<file path="src/rtl/fp_clkgen_pkg.sv">
package fp_clkgen_pkg;

    localparam int RING_STAGES = 4;
    localparam int RING_STATES = 2 * RING_STAGES;

    // stage1 is bit 3, stage4 (last stage) is bit 0
    typedef enum logic [RING_STAGES-1:0] {
        RS_ZERO   = 4'b0000,
        RS_FILL1  = 4'b1000,
        RS_FILL2  = 4'b1100,
        RS_FILL3  = 4'b1110,
        RS_FULL   = 4'b1111,
        RS_DRAIN1 = 4'b0111,
        RS_DRAIN2 = 4'b0011,
        RS_DRAIN3 = 4'b0001
    } ring_state_e;

    typedef enum logic {
        PRE_WIDE   = 1'b0,
        PRE_NARROW = 1'b1
    } pre_mode_e;

    typedef struct packed {
        logic main_a;
        logic main_b;
        logic pre_a;
        logic pre_b;
    } phase_set_t;

    localparam phase_set_t PHASE_RESET = '{main_a: 1'b0, main_b: 1'b1,
                                           pre_a: 1'b0, pre_b: 1'b1};

endpackage

</file>
<file path="src/rtl/fp_rate_div.sv">
module fp_rate_div #(
    parameter int DIV_W = 8
) (
    input  logic             clk,
    input  logic             rst_n,
    input  logic [DIV_W-1:0] reload,
    output logic             step
);

    logic [DIV_W-1:0] count_q;

    assign step = (count_q == '0);

    always_ff @(posedge clk or negedge rst_n) begin
        if (!rst_n) begin
            count_q <= '0;
        end else if (step) begin
            count_q <= reload;
        end else begin
            count_q <= count_q - 1'b1;
        end
    end

endmodule

</file>
<file path="src/rtl/fp_ring.sv">
module fp_ring
    import fp_clkgen_pkg::*;
(
    input  logic        clk,
    input  logic        rst_n,
    input  logic        step,
    output ring_state_e state,
    output ring_state_e state_next
);

    // state register
    always_ff @(posedge clk or negedge rst_n) begin
        if (!rst_n) begin
            state <= RS_ZERO;
        end else if (step) begin
            state <= state_next;
        end
    end

    // twisted-ring successor
    always_comb begin
        unique case (state)
            RS_ZERO:   state_next = RS_FILL1;
            RS_FILL1:  state_next = RS_FILL2;
            RS_FILL2:  state_next = RS_FILL3;
            RS_FILL3:  state_next = RS_FULL;
            RS_FULL:   state_next = RS_DRAIN1;
            RS_DRAIN1: state_next = RS_DRAIN2;
            RS_DRAIN2: state_next = RS_DRAIN3;
            RS_DRAIN3: state_next = RS_ZERO;
            default:   state_next = RS_ZERO;
        endcase
    end

endmodule

</file>
<file path="src/rtl/fp_phase_enc.sv">
module fp_phase_enc
    import fp_clkgen_pkg::*;
(
    input  logic        clk,
    input  logic        rst_n,
    input  logic        step,
    input  pre_mode_e   mode,
    input  ring_state_e state_next,
    output phase_set_t  phases
);

    logic       stg1, stg2, stg4;
    phase_set_t phases_d;

    assign stg1 = state_next[3];
    assign stg2 = state_next[2];
    assign stg4 = state_next[0];

    // output decode of the state being entered
    always_comb begin
        phases_d.main_a = stg4;
        phases_d.main_b = ~stg4;
        unique case (mode)
            PRE_WIDE: begin
                phases_d.pre_a = stg2 & stg4;
                phases_d.pre_b = ~stg2 & ~stg4;
            end
            PRE_NARROW: begin
                phases_d.pre_a = stg1 & stg4;
                phases_d.pre_b = ~stg1 & ~stg4;
            end
            default: begin
                phases_d.pre_a = 1'b0;
                phases_d.pre_b = 1'b0;
            end
        endcase
    end

    always_ff @(posedge clk or negedge rst_n) begin
        if (!rst_n) begin
            phases <= PHASE_RESET;
        end else if (step) begin
            phases <= phases_d;
        end
    end

endmodule

</file>
<file path="src/rtl/fp_clkgen.sv">
module fp_clkgen
    import fp_clkgen_pkg::*;
#(
    parameter int DIV_W = 8
) (
    input  logic             clk,
    input  logic             rst_n,
    input  logic [DIV_W-1:0] rate_sel,
    input  logic             narrow_pre,
    output logic             ph_main_a,
    output logic             ph_main_b,
    output logic             ph_pre_a,
    output logic             ph_pre_b
);

    logic        ring_step;
    ring_state_e ring_state;
    ring_state_e ring_next;
    phase_set_t  phases;
    pre_mode_e   pre_mode;

    assign pre_mode = narrow_pre ? PRE_NARROW : PRE_WIDE;

    fp_rate_div #(.DIV_W(DIV_W)) u_div (
        .clk    (clk),
        .rst_n  (rst_n),
        .reload (rate_sel),
        .step   (ring_step)
    );

    fp_ring u_ring (
        .clk        (clk),
        .rst_n      (rst_n),
        .step       (ring_step),
        .state      (ring_state),
        .state_next (ring_next)
    );

    fp_phase_enc u_enc (
        .clk        (clk),
        .rst_n      (rst_n),
        .step       (ring_step),
        .mode       (pre_mode),
        .state_next (ring_next),
        .phases     (phases)
    );

    assign ph_main_a = phases.main_a;
    assign ph_main_b = phases.main_b;
    assign ph_pre_a  = phases.pre_a;
    assign ph_pre_b  = phases.pre_b;

endmodule

</file>
<file path="config.mk">
export PLATFORM = sky130hd
export DESIGN_NAME = fp_clkgen
export DESIGN_NICKNAME = d
export VERILOG_FILES = /design/src/rtl/fp_clkgen_pkg.sv /design/src/rtl/fp_rate_div.sv /design/src/rtl/fp_ring.sv /design/src/rtl/fp_phase_enc.sv /design/src/rtl/fp_clkgen.sv
export SDC_FILE = /design/constraint.sdc
export NUM_CORES = 1
export LEC_CHECK = 0
export CAP_MARGIN = 20
export CORE_MARGIN = 1
export CORE_UTILIZATION = 55
export CTS_CLUSTER_SIZE = 28
export DETAILED_ROUTE_END_ITERATION = 8
export PLACE_DENSITY = 0.82
export SYNTH_ARGS = -nofsm -noshare
export SYNTH_HDL_FRONTEND = slang
export SYNTH_HIERARCHICAL = 1
export SYNTH_SLANG_ARGS = --single-unit
</file>
<file path="constraint.sdc">
create_clock -name clk -period 4.8 [get_ports clk]
set_input_delay 0.96 -clock clk [delete_from_list [all_inputs] [get_ports clk]]
set_output_delay 0.96 -clock clk [all_outputs]
set_load 0.005 [all_outputs]
</file>
After elaboration in Yosys (flattened, before gate mapping)
Memory sizes are Yosys's and may differ from the RTL's.
Cells that the tools add are included.

word-level totals
  flip-flop bits (word level) = 16
  ROM bits = 64
  bits of input ports = 11
  output and inout bits = 4
  logic and storage cells = 20
  memories = 1

memory list
  memory           depth  width  rd ports  clocked after memory_dff  write ports  line           RTL
  (no name shown)  16     4      1         0                         0            fp_ring.sv:22  unique case (state)

cells by class
  add/sub/neg operators = 1
  muxes and demuxes = 3
  bitwise logic cells = 8
  reductions and logical operators = 1

operators by type and width
  cell                                               count
  logical NOT 8 bit                                  1
  2-to-1 mux 8 bit                                   1
  subtractor 8 x 1 -> 8 bit (second input constant)  1
  bitwise AND 1 bit                                  4
  NOT 1 bit                                          4
  one-hot mux 2 bit (2 select lines)                 1
  2-to-1 mux 1 bit                                   1

Logic depth before layout (Yosys ltp)
Gate-level depths: netlist (run 1).
An unclocked memory read counts as a cell.

  word-level depth = 4
  mapped depth = 7
  depth with buffers taken out = 6

Cells and area by module
Netlist (run 1), hierarchy kept.

by module, submodules not included
  module        instances  cells an instance  area each (um^2)  seq. area each (um^2)
  fp_rate_div   1          48                 474.2             200.2
  fp_ring       1          28                 260.2             100.1
  fp_phase_enc  1          13                 167.7             102.6

Least setup slack after synthesis (run 1)
Ideal clock, no wire load.

  path kind = reg-to-reg
  start = register u_div.count_q[0]
  end = register u_ring.state[1]
  setup time = 0.131 ns
  data arrival time = 1.567 ns
  required time = 4.669 ns
  slack = 3.102 ns
  cell stages (with the launch flop) = 8
  path buffers = 1
  clock period less this slack = 1.698 ns
  cells stage by stage = dfrtp_1 -> inv_1 -> ha_1 -> nor3b_2 -> and2_0 -> buf_2 -> a21boi_1 -> o32ai_2

on the way
  longest elaborated chain between the ends = 1

ends and longest elaborated chain
  element                 line               RTL
  start, declared         fp_rate_div.sv:10  logic [DIV_W-1:0] count_q;
  start signal, assigned  fp_rate_div.sv:18  count_q <= reload;
  start signal, assigned  fp_rate_div.sv:20  count_q <= count_q - 1'b1;
  logical NOT 8 bit       fp_rate_div.sv:12  assign step = (count_q == '0);
  via ring_step           fp_clkgen.sv:16    logic ring_step;
  end signal, assigned    fp_ring.sv:16      state <= state_next;
  end, declared           fp_ring.sv:7       output ring_state_e state,

The timed path passes the listed nets, and every way through them passes these cells.
A chain may end at the register's enable or synchronous reset.

Worst setup path in the final report (run 1)
  start = register u_div.count_q[0]
  end = register u_ring.state[2]

Same word-level chain as after synthesis.

==> results of run 1 <==
[flip-flops by register name (all words and copies together) (netlist names)]
name,flops
u_enc/phases,4
u_div/count_q,8
u_ring/state,4
[final timing paths]
check                              endpoint              from  slack, ns  depth (start not counted)
hold reg to reg             u_enc/phases[1]   u_enc/phases[1]       0.50                          1
setup reg to reg            u_ring/state[2]  u_div/count_q[0]       2.53                          6
hold / removal              u_enc/phases[1]   u_enc/phases[1]       0.50                          1
min in group asynchronous  u_div/count_q[5]             rst_n       1.11                          1
max in group asynchronous   u_ring/state[1]             rst_n       3.24                          1
setup / recovery            u_ring/state[2]  u_div/count_q[0]       2.53                          6
[through the flow]
stage / total power, mW / util / hold slack (ns) / setup slack (ns)
global placement: 0.149 / 0.680 / 0.475 / 2.73
CTS: 0.217 / 0.695 / 0.501 / 2.52
detailed placement: 0.149 / 0.680 / 0.480 / 2.57
floorplan: 0.138 / - / 0.478 / 3.10
global route: 0.221 / 0.695 / 0.513 / 2.33
finish: 0.212 / 0.695 / 0.497 / 2.53
[area by class of cell]
cell class / instances / area, um2
clock buffers: 3 / 22.5
repair buffers: 14 / 140
flip-flops and latches: 16 / 403
fillers: 117 / 459
well taps: 16 / 20.0
inverters: 9 / 33.8
multi-input cells: 59 / 428
[worst reg2reg max path, cell delays in order (launching register included)]
cell	delay (ns)
dfrtp_1	0.41
inv_1	0.10
ha_1	0.17
nor3b_2	0.45
and2_0	0.58
nand2_1	0.21
o32ai_1	0.26
[power by group through the flow]
stage / registers, mW / logic, mW / clock network, mW
after global placement: 0.137 / 0.0116 / 0
after floorplan: 0.137 / 0.000572 / 0
after detailed placement: 0.137 / 0.0116 / 0
after CTS: 0.135 / 0.0117 / 0.0704
final: 0.135 / 0.0114 / 0.0658
after global routing: 0.135 / 0.0124 / 0.0739
[per-layer routing]
metal	wire length, um	vias up
met5	0	-
met4	25	0
met3	39	4
met2	857	9
met1	785	327
li1	-	343
[cell usage in the layout (no fill, tap or decap), types with 2 or more instances in the layout]
cell	instances
clkbuf_4	3
dfstp_2	2
clkdlybuf4s50_1	14
nor2_1	4
dfrtp_1	14
ha_1	2
inv_1	8
nand2_1	3
nand3_1	5
a21oi_1	3
a22oi_1	2
o2bb2ai_1	3
mux2i_1	2
o21ai_0	9
xnor2_1	3
a21boi_1	2
==> flow_summary.json, run 1 <==
{
  "cts_tree": "built",
  "worstPathArrival_ns": 2.44,
  "cp-end-kind": "flop",
  "grt_pass1_wl_mm": 2.73,
  "dp.final_hpwl_mm": 1.29,
  "layout_min_cycle_time_ns": 2.27,
  "finalSetupViolCount": 0,
  "coreArea_um2": 1510,
  "period_share": 0.473,
  "gp_congestion": 0.781,
  "track_usage": 0.203,
  "clock_path_buffers": 2,
  "cpMaxStageDelayCell": "and2_0",
  "grt.overflow.total": 0,
  "finalSetupTns_ns": 0,
  "crit_type": "flop to flop",
  "switchingPower_mw": 0.0407,
  "start_kind": "flop",
  "skew_ns": 0.00127,
  "first_pass_iters": 4,
  "cts-buffers-inserted": 3,
  "layout.cells.non_filler": 117,
  "met3_usage": 0.0302,
  "io_pins": 15,
  "status": "complete, no violations",
  "vias_per_cell": 5.84,
  "rsz0062_at_grt": "no",
  "num_rows": 14,
  "swShare": 0.192,
  "avgSynthCellArea_um2": 10.2,
  "grt_util_met1": 0.236,
  "syn_area_um2": 888,
  "htreeDepth": 1,
  "clock_power_share": 0.310,
  "finalNetCount": 116,
  "wl_mm": 1.71,
  "grt_use_met2": 0.357,
  "worst_path_largest_cell_delay_ns": 0.58,
  "path_cells": "inv_1 -> ha_1 -> nor3b_2 -> and2_0 -> nand2_1 -> o32ai_1",
  "tightest_slew_ns": 0.716,
  "synthCells": 87,
  "hold_viol": 0,
  "initial_utilization": 0.590,
  "die_x_um": 42.2,
  "routedWlPerCell_um": 14.6,
  "ant_nets": 0,
  "grt_max_degree": 17,
  "cts_num_sinks": 16,
  "power_leakage_nw": 0.402,
  "syn_nets": 100,
  "p_seq_frac": 0.636,
  "combinationalPowerShare": 0.054,
  "place_inst": 114,
  "cts_root_buffer": "clkbuf_4",
  "drc": 0,
  "drive_above_1_share": 0.129,
  "ctsHoldBuffers": 0,
  "slew_headroom": 0.521,
  "fmax_mhz": 440,
  "antenna_found_initial": 0,
  "first_iter_violations": 15,
  "busiest_layer": "met2",
  "dieArea_um2": 1780,
  "port-buffer-count": 14,
  "cts_setup_buffers": 0,
  "ctsResizeCount": 0,
  "clk_latency_ns": 0.27,
  "required_ns": 4.97,
  "critical_path.max_fanout": 15,
  "hp-class": "flop to flop",
  "peakVddDrop_mv": 0.133,
  "cap_violations": 0,
  "critPathBufInv": 1,
  "final_cell_area_um2": 1050,
  "postPlaceCellArea_um2": 1020,
  "cpLargestDelayFamily": "simple AND/OR/NAND/NOR gates",
  "power.internal_mw": 0.171,
  "n_antenna_cell": 0,
  "p_per_area_nw_per_um2": 202,
  "slew_viol_final": 0,
  "grt_pass1_vias": 676,
  "vias": 683,
  "ys_warn_count": 6,
  "path_clk_slew_ns": 0.08,
  "dieHeight_um": 42.2,
  "syn_to_final_growth_pct": 17.9
}
(Power assumes the default switching activity.)
==> inputs of run 2 (changes only) <==
- CORE_UTILIZATION: 55 -> 51
- PLACE_DENSITY: 0.82 -> 0.77
- clock period: 4.8 -> 2.2 ns (I/O delays scaled with it)
==> run 2 against run 1 <==
Routed wire length increased by 1.9%; power increased by 140%; combinational power rose by 120%; core utilization barely moved; design area increased by 3.5%; sequential power up 120%; hold slack about the same; critical path type is now flop to output pin; highest routed layer unchanged.
==> flow_summary.json, run 2 (synthesis results as in run 1) <==
{
  "period_share": 0.799,
  "cts_root_buffer": "clkbuf_4",
  "worstPathArrival_ns": 1.32,
  "slew_viol_final": 0,
  "finalSetupTns_ns": 0,
  "slew_headroom": 0.509,
  "critPathBufInv": 1,
  "finalSetupViolCount": 0,
  "timing.final.ws_setup_ns": 0.442,
  "antenna_found_initial": 0,
  "drive_above_1_share": 0.162,
  "grt_max_degree": 17,
  "initial_utilization": 0.570,
  "worst_path_largest_cell_delay_ns": 0.54,
  "critical_path.max_fanout": 2,
  "peakVddDrop_mv": 0.375,
  "hold_slack_ns": 0.497,
  "layout.cells.non_filler": 121,
  "io_pins": 15,
  "hp-class": "flop to flop",
  "path_clk_slew_ns": 0.09,
  "hold_viol": 0,
  "coreArea_um2": 1560,
  "vias": 708,
  "finalPower_mw": 0.514,
  "place_ws_ns": 0.490,
  "num_rows": 14,
  "syn_to_final_growth_pct": 22.0,
  "cts_tree": "built",
  "dieHeight_um": 43.7,
  "first_iter_violations": 16,
  "grt.overflow.total": 0,
  "n_antenna_cell": 0,
  "place_inst": 117,
  "layout_common_cells": "14 x clkdlybuf4s50_1, 14 x dfrtp_1, 9 x o21ai_0, 8 x inv_1, 5 x nand3_1",
  "cap_violations": 0,
  "layout_min_cycle_time_ns": 1.76,
  "crit_type": "flop to output pin",
  "port-buffer-count": 14,
  "largest_reg_flops": 8,
  "drc": 0,
  "wl_mm": 1.74,
  "postLayoutCoreUtil": 0.695,
  "p_per_area_nw_per_um2": 474,
  "grt_pass1_wl_mm": 3.15,
  "cpLargestDelayFamily": "flip-flops",
  "skew_ns": 0.00414,
  "finalNetCount": 119,
  "dieArea_um2": 1910,
  "top_register": "u_div/count_q",
  "start_kind": "flop",
  "required_ns": 1.76,
  "vias_per_cell": 5.85,
  "routedWlPerCell_um": 14.4,
  "tightest_slew_ns": 0.735,
  "cts_num_sinks": 16,
  "status": "complete, no violations",
  "final_cell_area_um2": 1080,
  "clk_latency_ns": 0.29,
  "cpMaxStageDelayCell": "dfstp_2",
  "first_pass_iters": 4,
  "ctsResizeCount": 0,
  "fmax_mhz": 569,
  "gp_congestion": 0.774,
  "grt_pass1_vias": 746,
  "cp-end-kind": "output pin",
  "path_cells": "clkdlybuf4s50_1",
  "track_usage": 0.223,
  "ctsHoldBuffers": 0,
  "postPlaceCellArea_um2": 1050,
  "dp.final_hpwl_mm": 1.30,
  "ant_nets": 0,
  "clock_path_buffers": 2,
  "htreeDepth": 1,
  "fillers": 125,
  "rsz0062_at_grt": "no",
  "die_x_um": 43.7,
  "cts-buffers-inserted": 3,
  "cts_setup_buffers": 0,
  "power_leakage_nw": 0.425,
  "largestRegisters": "u_div/count_q x8, u_enc/phases x4, u_ring/state x4"
}
## run 2: final cells by class
class | instances | area [um2] | area share
multi-input combinational | 59 | 428 | 0.395
sequential | 16 | 403 | 0.372
timing repair buffer | 17 | 163 | 0.150
clock buffer | 4 | 36.3 | 0.0335
inverter | 9 | 33.8 | 0.0312
tap | 16 | 20.0 | 0.0185
## run 2: power breakdown
part	internal (mW)	switching [mW]
logic	0.0162	0.00846
clock network	0.101	0.0941
registers	0.294	0
total	0.411	0.103
## run 2: worst paths after layout
| kind | slack [ns] | end | startpoint | depth (start not counted) |
|---|---|---|---|---|
| min reg2reg | 0.50 | u_enc/phases[1] | u_enc/phases[1] | 1 |
| max in group asynchronous | 1.16 | u_div/count_q[3] | rst_n | 1 |
| max reg2reg | 0.48 | u_ring/state[2] | u_div/count_q[0] | 7 |
| max | 0.44 | ph_pre_b | u_enc/phases[0] | 1 |
| min in group asynchronous | 0.58 | u_ring/state[1] | rst_n | 1 |
| min | 0.50 | u_enc/phases[1] | u_enc/phases[1] | 1 |
## run 2: per-layer routing
metal | vias up | track usage | part of all wire
met3 | 2 | 0.0375 | 0.021
met1 | 346 | 0.274 | 0.46
li1 | 351 | - | -
met2 | 9 | 0.394 | 0.51
met4 | 0 | 0.0750 | 0.011
met5 | - | 0 | 0
